### config.mk
export PLATFORM = sky130hd
export DESIGN_NAME = msi_irq_dispatch
export DESIGN_NICKNAME = d
export VERILOG_FILES = /design/src/rtl/msi_pkg.sv /design/src/rtl/msi_cfg_regs.sv /design/src/rtl/msi_deliver.sv /design/src/rtl/msi_irq_dispatch.sv
export SDC_FILE = /design/constraint.sdc
export NUM_CORES = 1
export LEC_CHECK = 0
export ABC_AREA = 1
export ABC_CLOCK_PERIOD_IN_PS = 5560
export BUFFER_PORTS_ARGS = -buffer_cell sky130_fd_sc_hd__buf_4
export CORE_MARGIN = 1
export CORE_UTILIZATION = 37
export DETAILED_ROUTE_END_ITERATION = 12
export SETUP_SLACK_MARGIN = 0.1
export SLEW_MARGIN = 20
export SYNTH_ARGS = -nofsm -noshare
export SYNTH_HDL_FRONTEND = slang
export SYNTH_SLANG_ARGS = --single-unit
### constraint.sdc
create_clock -name clk -period 5.56 [get_ports clk]
set_input_delay 0.278 -clock clk [delete_from_list [all_inputs] [get_ports clk]]
set_output_delay 0.278 -clock clk [all_outputs]
set_load 0.005 [all_outputs]
### src/rtl/msi_pkg.sv
package msi_pkg;

    // Software-visible register image of the capability.
    typedef struct packed {
        logic        msi_en;
        logic [2:0]  mme;
        logic [29:0] addr_hi;
        logic [15:0] data;
    } msi_regs_t;

    // Merge new bytes into an old word under per-byte enables.
    function automatic logic [31:0] merge_be(input logic [31:0] old_w,
                                             input logic [31:0] new_w,
                                             input logic [3:0]  be);
        logic [31:0] res;
        res = old_w;
        for (int b = 0; b < 4; b++) begin
            if (be[b]) res[8*b +: 8] = new_w[8*b +: 8];
        end
        return res;
    endfunction

endpackage

### src/rtl/msi_cfg_regs.sv
module msi_cfg_regs
    import msi_pkg::*;
#(
    parameter logic [5:0] CAP_DWORD = 6'h20,
    parameter logic [7:0] CAP_ID    = 8'h05,
    parameter logic [7:0] NEXT_PTR  = 8'h90
) (
    input  logic        clk,
    input  logic        rst_n,
    input  logic        cfg_wr,
    input  logic [5:0]  cfg_dword,
    input  logic [3:0]  cfg_be,
    input  logic [31:0] cfg_wdata,
    output logic [31:0] cfg_rdata,
    output logic        msi_en,
    output logic [31:0] msg_addr,
    output logic [15:0] msg_data
);
    localparam logic [5:0] IDX_CTRL = CAP_DWORD;
    localparam logic [5:0] IDX_ADDR = CAP_DWORD + 6'd1;
    localparam logic [5:0] IDX_DATA = CAP_DWORD + 6'd2;

    msi_regs_t regs_d, regs_q;
    logic [31:0] addr_word;
    logic [31:0] addr_new;
    logic [31:0] data_new;

    assign addr_word = {regs_q.addr_hi, 2'b00};

    always_comb begin
        regs_d   = regs_q;
        addr_new = merge_be(addr_word, cfg_wdata, cfg_be);
        data_new = merge_be({16'h0000, regs_q.data}, cfg_wdata, cfg_be);
        if (cfg_wr) begin
            if (cfg_dword == IDX_CTRL) begin
                if (cfg_be[2]) begin
                    regs_d.msi_en = cfg_wdata[16];
                    regs_d.mme    = cfg_wdata[22:20];
                end
            end else if (cfg_dword == IDX_ADDR) begin
                regs_d.addr_hi = addr_new[31:2];
            end else if (cfg_dword == IDX_DATA) begin
                regs_d.data = data_new[15:0];
            end
        end
    end

    always_ff @(posedge clk) begin
        if (!rst_n) regs_q <= '0;
        else        regs_q <= regs_d;
    end

    always_comb begin
        cfg_rdata = 32'h0;
        if (cfg_dword == IDX_CTRL) begin
            cfg_rdata = {8'h00, 1'b0, regs_q.mme, 3'b000, regs_q.msi_en,
                         NEXT_PTR, CAP_ID};
        end else if (cfg_dword == IDX_ADDR) begin
            cfg_rdata = addr_word;
        end else if (cfg_dword == IDX_DATA) begin
            cfg_rdata = {16'h0000, regs_q.data};
        end
    end

    assign msi_en   = regs_q.msi_en;
    assign msg_addr = addr_word;
    assign msg_data = regs_q.data;

    AST_BE_GUARD: assert property (@(posedge clk) disable iff (!rst_n)
        (cfg_wr && cfg_dword == IDX_CTRL && !cfg_be[2])
        |=> ($stable(regs_q.msi_en) && $stable(regs_q.mme)));

endmodule

### src/rtl/msi_deliver.sv
module msi_deliver #(
    parameter int CNT_W = 4
) (
    input  logic clk,
    input  logic rst_n,
    input  logic irq_event,
    input  logic msi_en,
    input  logic bus_master_en,
    input  logic msg_ack,
    output logic msg_req,
    output logic intx_o
);
    localparam logic [CNT_W-1:0] CNT_MAX = {CNT_W{1'b1}};
    localparam logic [CNT_W-1:0] CNT_ONE = {{(CNT_W-1){1'b0}}, 1'b1};

    typedef struct packed {
        logic             prev;
        logic             pend;
        logic             req;
        logic             intx;
        logic [CNT_W-1:0] cnt;
    } dlv_state_t;

    dlv_state_t st_d, st_q;
    logic             deliver_ok;
    logic             rise;
    logic [CNT_W-1:0] cnt_t;

    assign deliver_ok = msi_en & bus_master_en;
    assign rise       = irq_event & ~st_q.prev;

    always_comb begin
        st_d      = st_q;
        st_d.prev = irq_event;
        st_d.req  = 1'b0;
        st_d.intx = irq_event & ~msi_en;
        cnt_t     = '0;
        if (!st_q.pend) begin
            st_d.cnt = '0;
            if (rise && deliver_ok) begin
                st_d.req  = 1'b1;
                st_d.pend = 1'b1;
            end
        end else begin
            cnt_t = deliver_ok ? st_q.cnt : '0;
            if (deliver_ok && rise && cnt_t != CNT_MAX) cnt_t = cnt_t + CNT_ONE;
            if (msg_ack && !st_q.req) begin
                if (cnt_t != '0) begin
                    st_d.req = 1'b1;
                    cnt_t    = cnt_t - CNT_ONE;
                end else begin
                    st_d.pend = 1'b0;
                end
            end
            st_d.cnt = cnt_t;
        end
    end

    always_ff @(posedge clk) begin
        if (!rst_n) st_q <= '0;
        else        st_q <= st_d;
    end

    assign msg_req = st_q.req;
    assign intx_o  = st_q.intx;

    AST_REQ_NEEDS_BME: assert property (@(posedge clk) disable iff (!rst_n)
        msg_req |-> $past(msi_en && bus_master_en));

    AST_REQ_SINGLE: assert property (@(posedge clk) disable iff (!rst_n)
        msg_req |=> !msg_req);

    AST_PIN_QUIET: assert property (@(posedge clk) disable iff (!rst_n)
        msg_req |-> !intx_o);

    AST_IDLE_NO_CNT: assert property (@(posedge clk) disable iff (!rst_n)
        !st_q.pend |=> (st_q.cnt == '0));

endmodule

### src/rtl/msi_irq_dispatch.sv
module msi_irq_dispatch #(
    parameter logic [5:0] CAP_DWORD = 6'h20,
    parameter logic [7:0] CAP_ID    = 8'h05,
    parameter logic [7:0] NEXT_PTR  = 8'h90,
    parameter int         CNT_W     = 4
) (
    input  logic        clk,
    input  logic        rst_n,
    input  logic        cfg_wr,
    input  logic [5:0]  cfg_dword,
    input  logic [3:0]  cfg_be,
    input  logic [31:0] cfg_wdata,
    output logic [31:0] cfg_rdata,
    input  logic        bus_master_en,
    input  logic        irq_event,
    input  logic        msg_ack,
    output logic        msg_req,
    output logic [31:0] msg_addr,
    output logic [15:0] msg_data,
    output logic        intx_o
);
    logic msi_en;

    msi_cfg_regs #(
        .CAP_DWORD (CAP_DWORD),
        .CAP_ID    (CAP_ID),
        .NEXT_PTR  (NEXT_PTR)
    ) regs_i (
        .clk       (clk),
        .rst_n     (rst_n),
        .cfg_wr    (cfg_wr),
        .cfg_dword (cfg_dword),
        .cfg_be    (cfg_be),
        .cfg_wdata (cfg_wdata),
        .cfg_rdata (cfg_rdata),
        .msi_en    (msi_en),
        .msg_addr  (msg_addr),
        .msg_data  (msg_data)
    );

    msi_deliver #(
        .CNT_W (CNT_W)
    ) dlv_i (
        .clk           (clk),
        .rst_n         (rst_n),
        .irq_event     (irq_event),
        .msi_en        (msi_en),
        .bus_master_en (bus_master_en),
        .msg_ack       (msg_ack),
        .msg_req       (msg_req),
        .intx_o        (intx_o)
    );

    AST_MSG_ALIGNED: assert property (@(posedge clk) disable iff (!rst_n)
        msg_req |-> (msg_addr[1:0] == 2'b00));

endmodule

Word-level counts from Yosys, hierarchy flattened
Index checks and enable logic that the tools add are counted.
{ "word_totals": {"word_cells": 51, "in_bits": 48, "regBits": 58} }
{ "classes": {"bitwise_logic": 7, "eq_ne": 4, "mux": 12, "n_reduce_logical": 13, "addsub": 2} }
{ "op_table": {"columns": ["op", "count"], "rows": [
  ["32-bit two-way mux", 2],
  ["4-bit two-way mux", 5],
  ["6-bit equality test, second input constant", 3],
  ["16-bit two-way mux", 1],
  ["4-bit AND reduction", 4],
  ["5-bit AND reduction", 2],
  ["2-bit two-way mux", 3],
  ["4-bit by 1-bit adder with 4-bit output, second input constant", 1],
  ["4-bit != test, second input constant", 1],
  ["1-bit NOT", 4],
  ["4-bit nonzero test", 1],
  ["4-bit by 1-bit subtractor with 4-bit output, second input constant", 1],
  ["1-bit bitwise AND", 3],
  ["1-bit logical AND", 3],
  ["3-bit AND reduction", 1],
  ["2-bit AND reduction", 1],
  ["1-bit logical NOT", 1],
  ["1-bit two-way mux", 1]
]} }

Longest topological paths before layout
Gate-level depths: netlist (run 1).
{ "logic_depth": {"depth_word": 10, "ltp_mapped": 19} }

By module
A second synthesis (run 1) with hierarchy kept.
{ "unflattened": {"cells_unflattened": 550, "hier_area_um2": 3547.2} }
{ "modules_own_cells": {"columns": ["mod", "seq_area_each_um2", "cells_each", "area_per_inst_um2", "instances"], "rows": [
  ["msi_cfg_regs", 1001.0, 469, 2992.9, 1],
  ["msi_deliver", 160.2, 81, 554.3, 1]
]} }

Worst setup path before layout (run 1)
No wires, ideal clock.
{ "synth_path": {"path_type": "register to register", "from": "register regs_i.regs_q[49] (netlist: regs_i.msi_en)", "to": "register dlv_i.st_q[6] (netlist name)", "t_arrival_ps": 1962, "t_required_ps": 5441, "setup_time_ps": 119, "setup_slack_ps": 3479, "stages_incl_launch_ff": 18, "path_cell_list": "dfxtp_1 > nand2_2 > inv_2 > nand2_1 > inv_1 > ha_1 > inv_1 > nor2_2 > nand2_1 > nand2_1 > o21ai_1 > nand2_1 > ha_1 > inv_1 > a21oi_2 > nand3_2 > o21ai_2 > nand2_1"} }
{ "synth_via": {"elab_chain_len": 10, "elab_cells_between_ends": 13, "classes_between": "add/sub: 1; eq/ne: 1; mux: 7; bitwise: 1; reduce/logical: 3"} }
{ "synth_rtl": {"columns": ["item", "line", "text"], "rows": [
  ["start: declaration", "msi_cfg_regs.sv:23", "msi_regs_t regs_d, regs_q;"],
  ["start signal: assignment", "msi_cfg_regs.sv:50", "else regs_q <= regs_d;"],
  ["1-bit bitwise AND *", "msi_deliver.sv:29", "assign deliver_ok = msi_en & bus_master_en;"],
  ["parallel branches: the longest is 8 deep, another holds 4-bit by 1-bit adder with 4-bit output", null, null],
  ["2-bit two-way mux *", "msi_deliver.sv:38", "if (!st_q.pend) begin"],
  ["end signal: assignment", "msi_deliver.sv:61", "else st_q <= st_d;"],
  ["end: declaration", "msi_deliver.sv:24", "dlv_state_t st_d, st_q;"]
]} }
Every way passes the cells marked *. The select of a mux whose other input is x is not followed.
A chain may end at the register's enable or synchronous reset.

Worst setup path after layout (run 1)
{ "layout_path": {"from": "register regs_i.regs_q[49] (netlist: regs_i.msi_en)", "to": "register dlv_i.st_q[3] (netlist name)"} }
{ "layout_via": {"elab_chain_len": 9, "elab_cells_between_ends": 12, "classes_between": "add/sub: 2; eq/ne: 1; mux: 5; bitwise: 1; reduce/logical: 3"} }
{ "layout_rtl": {"columns": ["item", "line", "text"], "rows": [
  ["1-bit bitwise AND *", "msi_deliver.sv:29", null],
  ["parallel branches: the longest is 3 deep, another holds 4-bit by 1-bit adder with 4-bit output", null, null],
  ["4-bit two-way mux *", "msi_deliver.sv:46", "if (deliver_ok && rise && cnt_t != CNT_MAX) cnt_t = cnt_t + CNT_ONE;"],
  ["4-bit two-way mux *", "msi_deliver.sv:38", null],
  ["4-bit by 1-bit subtractor with 4-bit output / 4-bit nonzero test (equally long branches)", "msi_deliver.sv:50, msi_deliver.sv:48", null],
  ["4-bit two-way mux", "msi_deliver.sv:48", "if (cnt_t != '0) begin"],
  ["4-bit two-way mux *", "msi_deliver.sv:47", "if (msg_ack && !st_q.req) begin"]
]} }
Marks and branches as above.

==> results of run 1 <==
## layout by cell type, fill, tap and decap left out, drive strengths merged, types with 4 or more instances in the layout
cell / netlist / routed
nor3: 28 / 28
buf: 52 / 128
clkbuf: 9 / 12
inv: 56 / 55
a21oi: 16 / 16
a22o: 4 / 4
o21ai: 25 / 25
nand3: 13 / 13
a211oi: 16 / 16
nor2: 82 / 82
nand2: 60 / 60
dfxtp: 58 / 58
clkinv: 0 / 4
nand4: 4 / 4
## kinds of logic after synthesis
logic type      share of synthesized area
simple gates                        0.272
buf+inv                             0.201
compound gates                      0.147
other cells                       0.00120
flops                               0.371
fa+ha+maj                         0.00799
## metrics by stage
step                setup slack, ns  instance area [sq um]  total power, mW
finish                         3.09                   3980            0.818
floorplan                      3.48                   3140            0.452
detailed placement             3.13                   3810            0.487
CTS                            3.14                   3980            0.827
global placement               3.34                   3810            0.487
global route                   2.81                   3980            0.853
## power groups by stage
stage	Clock, mW	Sequential (mW)	Combinational (mW)
final	0.341	0.419	0.0584
after global routing	0.370	0.419	0.0638
after CTS	0.349	0.419	0.0589
after detailed placement	0	0.428	0.0587
after global placement	0	0.428	0.0588
after floorplan	0	0.428	0.0241
## worst max-delay path, stage by stage, from the launching register on
cell and delay, ns:
dfxtp_1 0.41, nand2_2 0.14, inv_2 0.08, nand2_1 0.05, inv_1 0.08, ha_1 0.18, inv_1 0.06, nor2_2 0.13
nand2_1 0.14, nand2_1 0.12, o21ai_1 0.07, nand2_1 0.13, ha_1 0.19, inv_1 0.05, a21oi_2 0.14, nand3_2 0.15
o21ai_2 0.19, nor2_1 0.06
## Yosys cell counts
| cell | n | area share |
|---|---|---|
| o211ai_1 | 3 | 0.0072 |
| a211oi_1 | 2 | 0.0048 |
| a211oi_2 | 14 | 0.056 |
| dfxtp_1 | 58 | 0.37 |
| buf_4 | 49 | 0.12 |
| o21ai_1 | 2 | 0.0032 |
| nand4_2 | 2 | 0.0080 |
| buf_1 | 2 | 0.0024 |
| buf_6 | 1 | 0.0036 |
| nor2_4 | 5 | 0.018 |
| inv_2 | 8 | 0.0096 |
| conb_1 | 1 | 0.0012 |
| nand3_1 | 10 | 0.016 |
| nand3_2 | 2 | 0.0064 |
| a22o_1 | 4 | 0.011 |
| nand2_1 | 58 | 0.070 |
| nand4_1 | 2 | 0.0040 |
| nand2_2 | 2 | 0.0040 |
| nor3_1 | 28 | 0.045 |
| nand3_4 | 1 | 0.0056 |
| inv_1 | 48 | 0.058 |
| clkbuf_1 | 9 | 0.011 |
| nor2_2 | 4 | 0.0080 |
| a21oi_2 | 1 | 0.0028 |
| nor2_1 | 73 | 0.087 |
| ha_1 | 2 | 0.0080 |
| o21ai_2 | 1 | 0.0028 |
| o21ai_0 | 22 | 0.035 |
| a21oi_1 | 15 | 0.024 |
## final cells by class
cell class	count	area [sq um]	share of cell area
clock inverter	3	15.0	0.00377
multi-input combinational	255	1340	0.338
timing repair buffer	128	961	0.242
tap	105	131	0.0330
sequential	58	1160	0.292
clock buffer	12	155	0.0390
inverter	56	210	0.0528
## registers in the layout, summed over array words and instances, names as in the netlist
| signal | count |
|---|---|
| dlv_i.intx_o | 1 |
| dlv_i.msg_req | 1 |
| dlv_i.st_q | 6 |
| regs_i.msg_addr | 30 |
| regs_i.msg_data | 16 |
| regs_i.msi_en | 1 |
| regs_i.regs_q | 3 |
## layer usage
metal	wire, um	vias to the layer above	part of all wire	track usage
li1	-	1482	-	-
met1	3550	1312	0.45	0.227
met2	3590	103	0.46	0.284
met3	546	12	0.070	0.0591
met4	122	0	0.016	0.0564
met5	0	-	0	0
## worst min-delay path by stage
stage               slack [ns]                       startpoint  cells after the start                         endpoint
finish                    0.18                        irq_event                      3         dlv_i.st_q[7]$_SDFF_PN0_
global route              0.18                        irq_event                      3         dlv_i.st_q[7]$_SDFF_PN0_
CTS                       0.17                        irq_event                      3         dlv_i.st_q[7]$_SDFF_PN0_
detailed placement        0.47  regs_i.msg_data[1]$_SDFFE_PN0P_                      2  regs_i.msg_data[1]$_SDFFE_PN0P_
global placement          0.46  regs_i.msg_data[1]$_SDFFE_PN0P_                      2  regs_i.msg_data[1]$_SDFFE_PN0P_
floorplan                 0.39                        irq_event                      2         dlv_i.st_q[7]$_SDFF_PN0_
==> results.cfg, run 1 <==
[placed_design]
dp_hpwl_um = 5600
place_inst = 602
gp_congestion = 0.796
port_buffers = 127

[synth]
synth_area_sq_mm = 0.00313
ys_ff_latch = 58
synth-seq-area-share = 0.371
synthCells = 429
yosys_warnings = 0
syn_avg_cell_area_sq_um = 7.30
ys_types = 29

[route]
num_vias = 2909
wl_per_cell_um = 12.7
drc = 0
ant_nets = 0
drtIter0Drc = 87
drt_pass1_iterations = 4
wl_um = 7810
vias_per_cell = 4.71

[power]
pwr-share-seq = 0.512
internal-power_mw = 0.628
ir_drop_v = 0.000104
power_switching_mw = 0.191
swShare = 0.233
clockPowerShare = 0.417
power.leakage_nw = 1.73
pwr-share-comb = 0.071
pwr_density_cell_mw_per_mm2 = 206

[setup_path]
reg2reg_to = dlv_i.st_q[3]$_SDFF_PN0_
cp.required_ns = 5.79
endpoint = dlv_i.st_q[3]$_SDFF_PN0_
r2r_slack_ns = 3.09
path_class = flip-flop to flip-flop
arrival_ns = 2.69
r2r_start = regs_i.msi_en$_SDFFE_PN0P_
path_max_fanout = 6
endpoint_kind = flip-flop
ff2ff_path_depth = 17
startpoint_type = flip-flop
crit_start = regs_i.msi_en$_SDFFE_PN0P_

[layout]
area_growth_pct = 27.0
drive_gt1_frac = 0.355
nets = 558
utilization = 0.484
n_antenna_cell = 0
layoutNonFillerInstCount = 617
fillers = 845

[cts]
clock-sinks = 58
clk_path_buf_depth = 2
cts-root-buf = clkbuf_8
numCtsBuffers = 9
cts_tree = done
cts-resized-gates = 0
insertion_delay_ns = 0.33
ctsHtreeMaxLevel = 3
postCtsHoldBufs = 0
cts_setup_buffers = 0
path_clk_slew_ns = 0.07

[global_route]
antenna_found_initial = 0
grt_overflow = 0
grt_max_degree = 44
grt_pass1_vias = 2550
grtUsageTotal = 0.178
grt_pass1_wl_um = 12100

[sta]
tns_ns = 0
finalHoldViolCount = 0
slew_headroom = 0.464
skew_ns = 0.0117
drv_slew = 0
setup_viol = 0
min_period_over_period = 0.443
rsz0062_at_grt = false
hold_slack_ns = 0.179
tightest_slew_ns = 0.802
fin_crit_ns = 2.47
clock.fmax_mhz = 406

[floorplan]
die_h_um = 94
row_count = 33
ios = 130
core_sq_mm = 0.00822
initial_core_util = 0.381
die-area_sq_mm = 0.00884
die_w_um = 94

[flow_run]
drv_cap = 0

[run_status]
outcome = finished clean

[worst_hold_path]
min_path_type = input pin to flip-flop
Note: power is estimated with default switching activity, not from simulation.
==> run 2: changes to the inputs <==
--- a/config.mk
+++ b/config.mk
@@ -6,11 +6,12 @@
 export NUM_CORES = 1
 export LEC_CHECK = 0
 export ABC_AREA = 1
-export ABC_CLOCK_PERIOD_IN_PS = 5560
+export ABC_CLOCK_PERIOD_IN_PS = 2200
 export BUFFER_PORTS_ARGS = -buffer_cell sky130_fd_sc_hd__buf_4
 export CORE_MARGIN = 1
 export CORE_UTILIZATION = 37
 export DETAILED_ROUTE_END_ITERATION = 12
+export PLACE_DENSITY = 0.67
 export SETUP_SLACK_MARGIN = 0.1
 export SLEW_MARGIN = 20
 export SYNTH_ARGS = -nofsm -noshare
==> constraint.sdc (replaced) <==
create_clock -name clk -period 2.2 [get_ports clk]
set_input_delay 0.11 -clock clk [delete_from_list [all_inputs] [get_ports clk]]
set_output_delay 0.11 -clock clk [all_outputs]
set_load 0.005 [all_outputs]
==> run 2 against run 1 <==
Net effect:
- power increased to 3.1 times the previous value
- clock-buffer cell count decreased by 1
- largest power group is now the clock network
- critical endpoint is now dlv_i.st_q[2]$_SDFF_PN0_
- wire length about the same
- non-clock buffer count increased by 15
- clock power increased to 3.8 times the previous value
- combinational power increased to 2.6 times the previous value
==> results.cfg, run 2 (same netlist as run 1, synthesis figures left out) <==
[floorplan]
die_w_um = 94
die_h_um = 94
core_sq_mm = 0.00822
initial_core_util = 0.381
die-area_sq_mm = 0.00884
row_count = 33
ios = 130

[setup_path]
cp_slowest_stage_delay_ns = 0.35
reg2reg_to = dlv_i.st_q[2]$_SDFF_PN0_
crit_family = simple AND/OR/NAND/NOR gates
r2r_start = dlv_i.st_q[0]$_SDFF_PN0_
ff2ff_path_depth = 15
cp.required_ns = 2.42
startpoint_type = flip-flop
path_max_fanout = 6
path_buf_inv = 3
crit_slowest_cell = dfxtp_1
cpMostUsedCell = nand2_2
r2r_slack_ns = 0.18
endpoint_kind = flip-flop
arrival_ns = 2.24
path_class = flip-flop to flip-flop
path_cells = inv_1, nor2_4, ha_4, inv_2, nor2_4, nand2_2, nand2_2, o21ai_2, nand2_2, ha_4, inv_2, a21oi_4, nand3_4, o21ai_4, nor2_1

[sta]
min_period_over_period = 0.917
rsz0062_at_grt = false
drv_slew = 0
finalHoldViolCount = 0
tns_ns = 0
clock.fmax_mhz = 496
skew_ns = 0.00716
tightest_slew_ns = 0.535
fin_crit_ns = 2.02
slew_headroom = 0.642
setup_viol = 0

[worst_hold_path]
holdCritStartpoint = cfg_wdata[9]
holdPathEnd = regs_i.msg_data[9]$_SDFFE_PN0P_
min_path_type = input pin to flip-flop
hold_depth = 3

[layout]
drive_gt1_frac = 0.400
largest_register_ffs = 30
n_antenna_cell = 0
nets = 573
final_common_cell = buf_4
area_growth_pct = 36.8
utilization = 0.521
final_cell_mix = buf_4, nor2_1, dfxtp_1

[placed_design]
dp_hpwl_um = 5590
port_buffers = 127
gp_congestion = 0.798

[global_route]
grt_overflow = 0
grt_pass1_wl_um = 12500
grt_max_degree = 29
grtUsageTotal = 0.183
antenna_found_initial = 0
grt_pass1_vias = 2698

[route]
vias_per_cell = 4.61
wl_per_cell_um = 12.3
drtIter0Drc = 89
drt_pass1_iterations = 4
drc = 0
ant_nets = 0
wl_um = 7800
num_vias = 2921

[power]
power.leakage_nw = 1.86
p_total_mw = 2.52
pwr_density_cell_mw_per_mm2 = 588
ir_drop_v = 0.000314

[flow_run]
drv_cap = 0

[run_status]
outcome = finished clean

[cts]
clock-sinks = 58
ctsHtreeMaxLevel = 3
cts-root-buf = clkbuf_8
path_clk_slew_ns = 0.07
cts_tree = done
insertion_delay_ns = 0.33
clk_path_buf_depth = 2
numCtsBuffers = 9
==> run 2: cell count changes in the layout (fill, tap and decap cells not counted), sizes merged <==
cell	delta
buf	+14
bufinv	+4
clkbuf	-1
clkinv	-3
dlygate4sd3	+1
inv	+1
==> run 2: tightest hold or removal path: cells and delay by family <==
kind | cells | cell delay, ns
AOI/OAI and AO/OA | 1 | 0.05
buffers and inverters | 1 | 0.11
and+or+nand+nor | 1 | 0.05
==> run 2: how the worst max path moves through the flow <==
stage | start | end | slack, ns | cells past startpoint
after floorplan | regs_i.msi_en$_SDFFE_PN0P_ | dlv_i.st_q[6]$_SDFF_PN0_ | 0.12 | 17
after global placement | regs_i.msi_en$_SDFFE_PN0P_ | dlv_i.st_q[6]$_SDFF_PN0_ | 0.12 | 17
after detailed placement | regs_i.msi_en$_SDFFE_PN0P_ | dlv_i.st_q[6]$_SDFF_PN0_ | -0.03 | 15
after CTS | regs_i.msi_en$_SDFFE_PN0P_ | dlv_i.st_q[6]$_SDFF_PN0_ | 0.12 | 17
after global routing | regs_i.msi_en$_SDFFE_PN0P_ | dlv_i.st_q[2]$_SDFF_PN0_ | 0.08 | 17
final | dlv_i.st_q[0]$_SDFF_PN0_ | dlv_i.st_q[2]$_SDFF_PN0_ | 0.18 | 15
==> run 2: layout make-up <==
type                            instances  area (sq um)
Multi-Input combinational cell        255          1430
Sequential cell                        58          1160
Clock inverter                          5           125
Timing Repair Buffer                  143          1090
Inverter                               56           210
Tap cell                              105           131
Clock buffer                           11           141
Fill cell                             800          3930
==> run 2: through the flow <==
step / area (sq um) / hold slack (ns) / setup slack [ns] / instances
4_1_cts: 4190 / 0.0282 / 0.121 / 629
3_5_place_dp: 3840 / 0.343 / -0.0330 / 605
5_1_grt: 4280 / 0.0311 / 0.0788 / 633
3_3_place_gp: 3840 / 0.339 / 0.119 / 605
6_report: 4280 / 0.0480 / 0.182 / 633
2_1_floorplan: 3140 / 0.221 / 0.119 / 430
==> run 2: power breakdown <==
group          switching, mW  leakage (nW)  internal (mW)  total, mW
Clock                  0.412         0.134          0.897       1.31
Sequential           0.00325         0.468           1.06       1.06
Combinational         0.0759          1.26         0.0766      0.153
==> run 2: repair_timing <==
item	in CTS	in global routing
buffers inserted	7	4
hold endpoints to repair	1	0
setup endpoints to repair	6	6
hold buffers	1	0
resized for setup	8	14
pin swaps	5	9
==> run 2: metal layers <==
layer	track usage	up-vias	part of all wire
met5	0	-	0
met4	0.0731	0	0.022
met3	0.0413	16	0.055
met2	0.308	98	0.49
met1	0.224	1297	0.43
li1	-	1510	-
==> run 3: changes to the inputs <==
--- a/config.mk
+++ b/config.mk
@@ -8,10 +8,12 @@
 export ABC_AREA = 1
 export ABC_CLOCK_PERIOD_IN_PS = 2200
 export BUFFER_PORTS_ARGS = -buffer_cell sky130_fd_sc_hd__buf_4
+export CELL_PAD_IN_SITES_DETAIL_PLACEMENT = 2
+export CELL_PAD_IN_SITES_GLOBAL_PLACEMENT = 2
 export CORE_MARGIN = 1
-export CORE_UTILIZATION = 37
+export CORE_UTILIZATION = 23
 export DETAILED_ROUTE_END_ITERATION = 12
-export PLACE_DENSITY = 0.67
+export PLACE_DENSITY_LB_ADDON = 0.1
 export SETUP_SLACK_MARGIN = 0.1
 export SLEW_MARGIN = 20
 export SYNTH_ARGS = -nofsm -noshare
==> run 3 against run 2 <==
Net effect:
- design area rose by 3.0%
- final cell count rose by 12%
- non-clock buffer count rose by 6
- sequential power barely moved
- critical path depth rose by 2
- largest power group unchanged
==> results.cfg, run 3 (same netlist as run 1, synthesis figures left out) <==
[run_status]
outcome = finished clean

[route]
wl_per_cell_um = 15.2
drtIter0Drc = 46
num_vias = 3075
ant_nets = 0
wl_um = 10800
drt_pass1_iterations = 4
drc = 0
vias_per_cell = 4.34

[cts]
clk_path_buf_depth = 2
numCtsBuffers = 9
cts-root-buf = clkbuf_16
ctsHtreeMaxLevel = 3
insertion_delay_ns = 0.33
clock-sinks = 58
path_clk_slew_ns = 0.05
cts_tree = done

[sta]
hold_slack_ns = 0.0252
drv_slew = 0
fin_crit_ns = 2.07
tightest_slew_ns = 0.656
skew_ns = 0.000642
slew_headroom = 0.562
min_period_over_period = 0.940
finalHoldViolCount = 0
clock.fmax_mhz = 483
setup_viol = 0
rsz0062_at_grt = true

[floorplan]
ios = 130
die_h_um = 119
row_count = 42
core_sq_mm = 0.0132
die-area_sq_mm = 0.0141
die_w_um = 119
initial_core_util = 0.236

[power]
swShare = 0.238
pwr-share-comb = 0.064
pwr_density_cell_mw_per_mm2 = 559
pwr-share-seq = 0.430
power_switching_mw = 0.588
ir_drop_v = 0.000223
clockPowerShare = 0.507
power.leakage_nw = 1.90
internal-power_mw = 1.88

[global_route]
grtUsageTotal = 0.159
grt_pass1_vias = 3283
grt_pass1_wl_um = 17100
grt_max_degree = 31
antenna_found_initial = 0
grt_overflow = 0

[placed_design]
dp_hpwl_um = 7940
place_area_sq_mm = 0.00394
gp_congestion = 0.783
port_buffers = 127

[setup_path]
startpoint_type = flip-flop
endpoint_kind = flip-flop
path_max_fanout = 6
path_class = flip-flop to flip-flop
cp.required_ns = 2.42
arrival_ns = 2.29

[layout]
stdcell_area_sq_mm = 0.00441
n_antenna_cell = 0
largest_register_ffs = 30
drive_gt1_frac = 0.415
final_cell_mix = buf_4, nor2_1, dfxtp_1
final_common_cell = buf_4
seqCellArea_sq_mm = 0.00116
multi_input_comb_area_sq_mm = 0.00145
fillers = 1567
area_growth_pct = 40.9
nets = 579

[worst_hold_path]
min_path_type = input pin to flip-flop

[flow_run]
drv_cap = 0
[run 3: area by class of cell]
cell class	count	share of cell area
Timing Repair Buffer	149	0.254
Clock buffer	11	0.0528
Clock inverter	4	0.00454
Inverter	56	0.0476
Multi-Input combinational cell	255	0.328
Tap cell	176	0.0499
Sequential cell	58	0.264
[run 3: path summary, 6_finish.rpt]
kind,cells past startpoint,from,endpoint,slack (ns)
max,17,regs_i.msi_en$_SDFFE_PN0P_,dlv_i.st_q[6]$_SDFF_PN0_,0.13
min,3,irq_event,dlv_i.st_q[7]$_SDFF_PN0_,0.03
min reg2reg,2,regs_i.msg_data[1]$_SDFFE_PN0P_,regs_i.msg_data[1]$_SDFFE_PN0P_,0.48
max reg2reg,17,regs_i.msi_en$_SDFFE_PN0P_,dlv_i.st_q[6]$_SDFF_PN0_,0.13
[run 3: repair_timing]
action,in CTS,in global routing
setup buffers,10,5
endpoints found under the setup margin,6,6
pin swaps,7,9
resized for setup,19,9
hold buffers,0,0
[run 3: power by group through the flow]
| stage | clock (mW) | sequential (mW) | combinational [mW] |
|---|---|---|---|
| 2_1_floorplan | 0 | 1.08 | 0.0610 |
| 3_3_place_gp | 0 | 1.08 | 0.156 |
| 3_5_place_dp | 0 | 1.08 | 0.159 |
| 4_1_cts | 1.28 | 1.06 | 0.160 |
| 5_1_grt | 1.33 | 1.06 | 0.174 |
| 6_report | 1.25 | 1.06 | 0.157 |
[run 3: critical path, stage by stage (launching register included)]
cell     delay [ns]
dfxtp_2        0.35
nand2_4        0.08
inv_2          0.07
nand2_2        0.06
inv_2          0.08
ha_4           0.13
inv_2          0.04
nor2_4         0.13
nand2_4        0.09
nand2_4        0.08
o21ai_2        0.06
nand2_2        0.10
ha_4           0.15
inv_2          0.04
a21oi_4        0.14
nand3_4        0.13
o21ai_4        0.16
nand2_1        0.06
[run 3: through the flow]
stage	util	setup TNS, ns	power (mW)	std cells	setup WS (ns)
6_report	0.333	0	2.47	709	0.131
5_1_grt	0.333	0	2.56	709	0.00348
4_1_cts	0.327	0	2.50	704	0.0770
3_5_place_dp	0.298	-0.808	1.24	679	-0.172
3_3_place_gp	0.298	0	1.24	679	0.0544
2_1_floorplan	-	0	1.14	430	0.119
[run 3: per-layer routing]
layer  routed length (um)  track usage
met5                    0            0
met4                  180       0.0688
met3                  651       0.0468
met2                 5520        0.275
met1                 4450        0.180
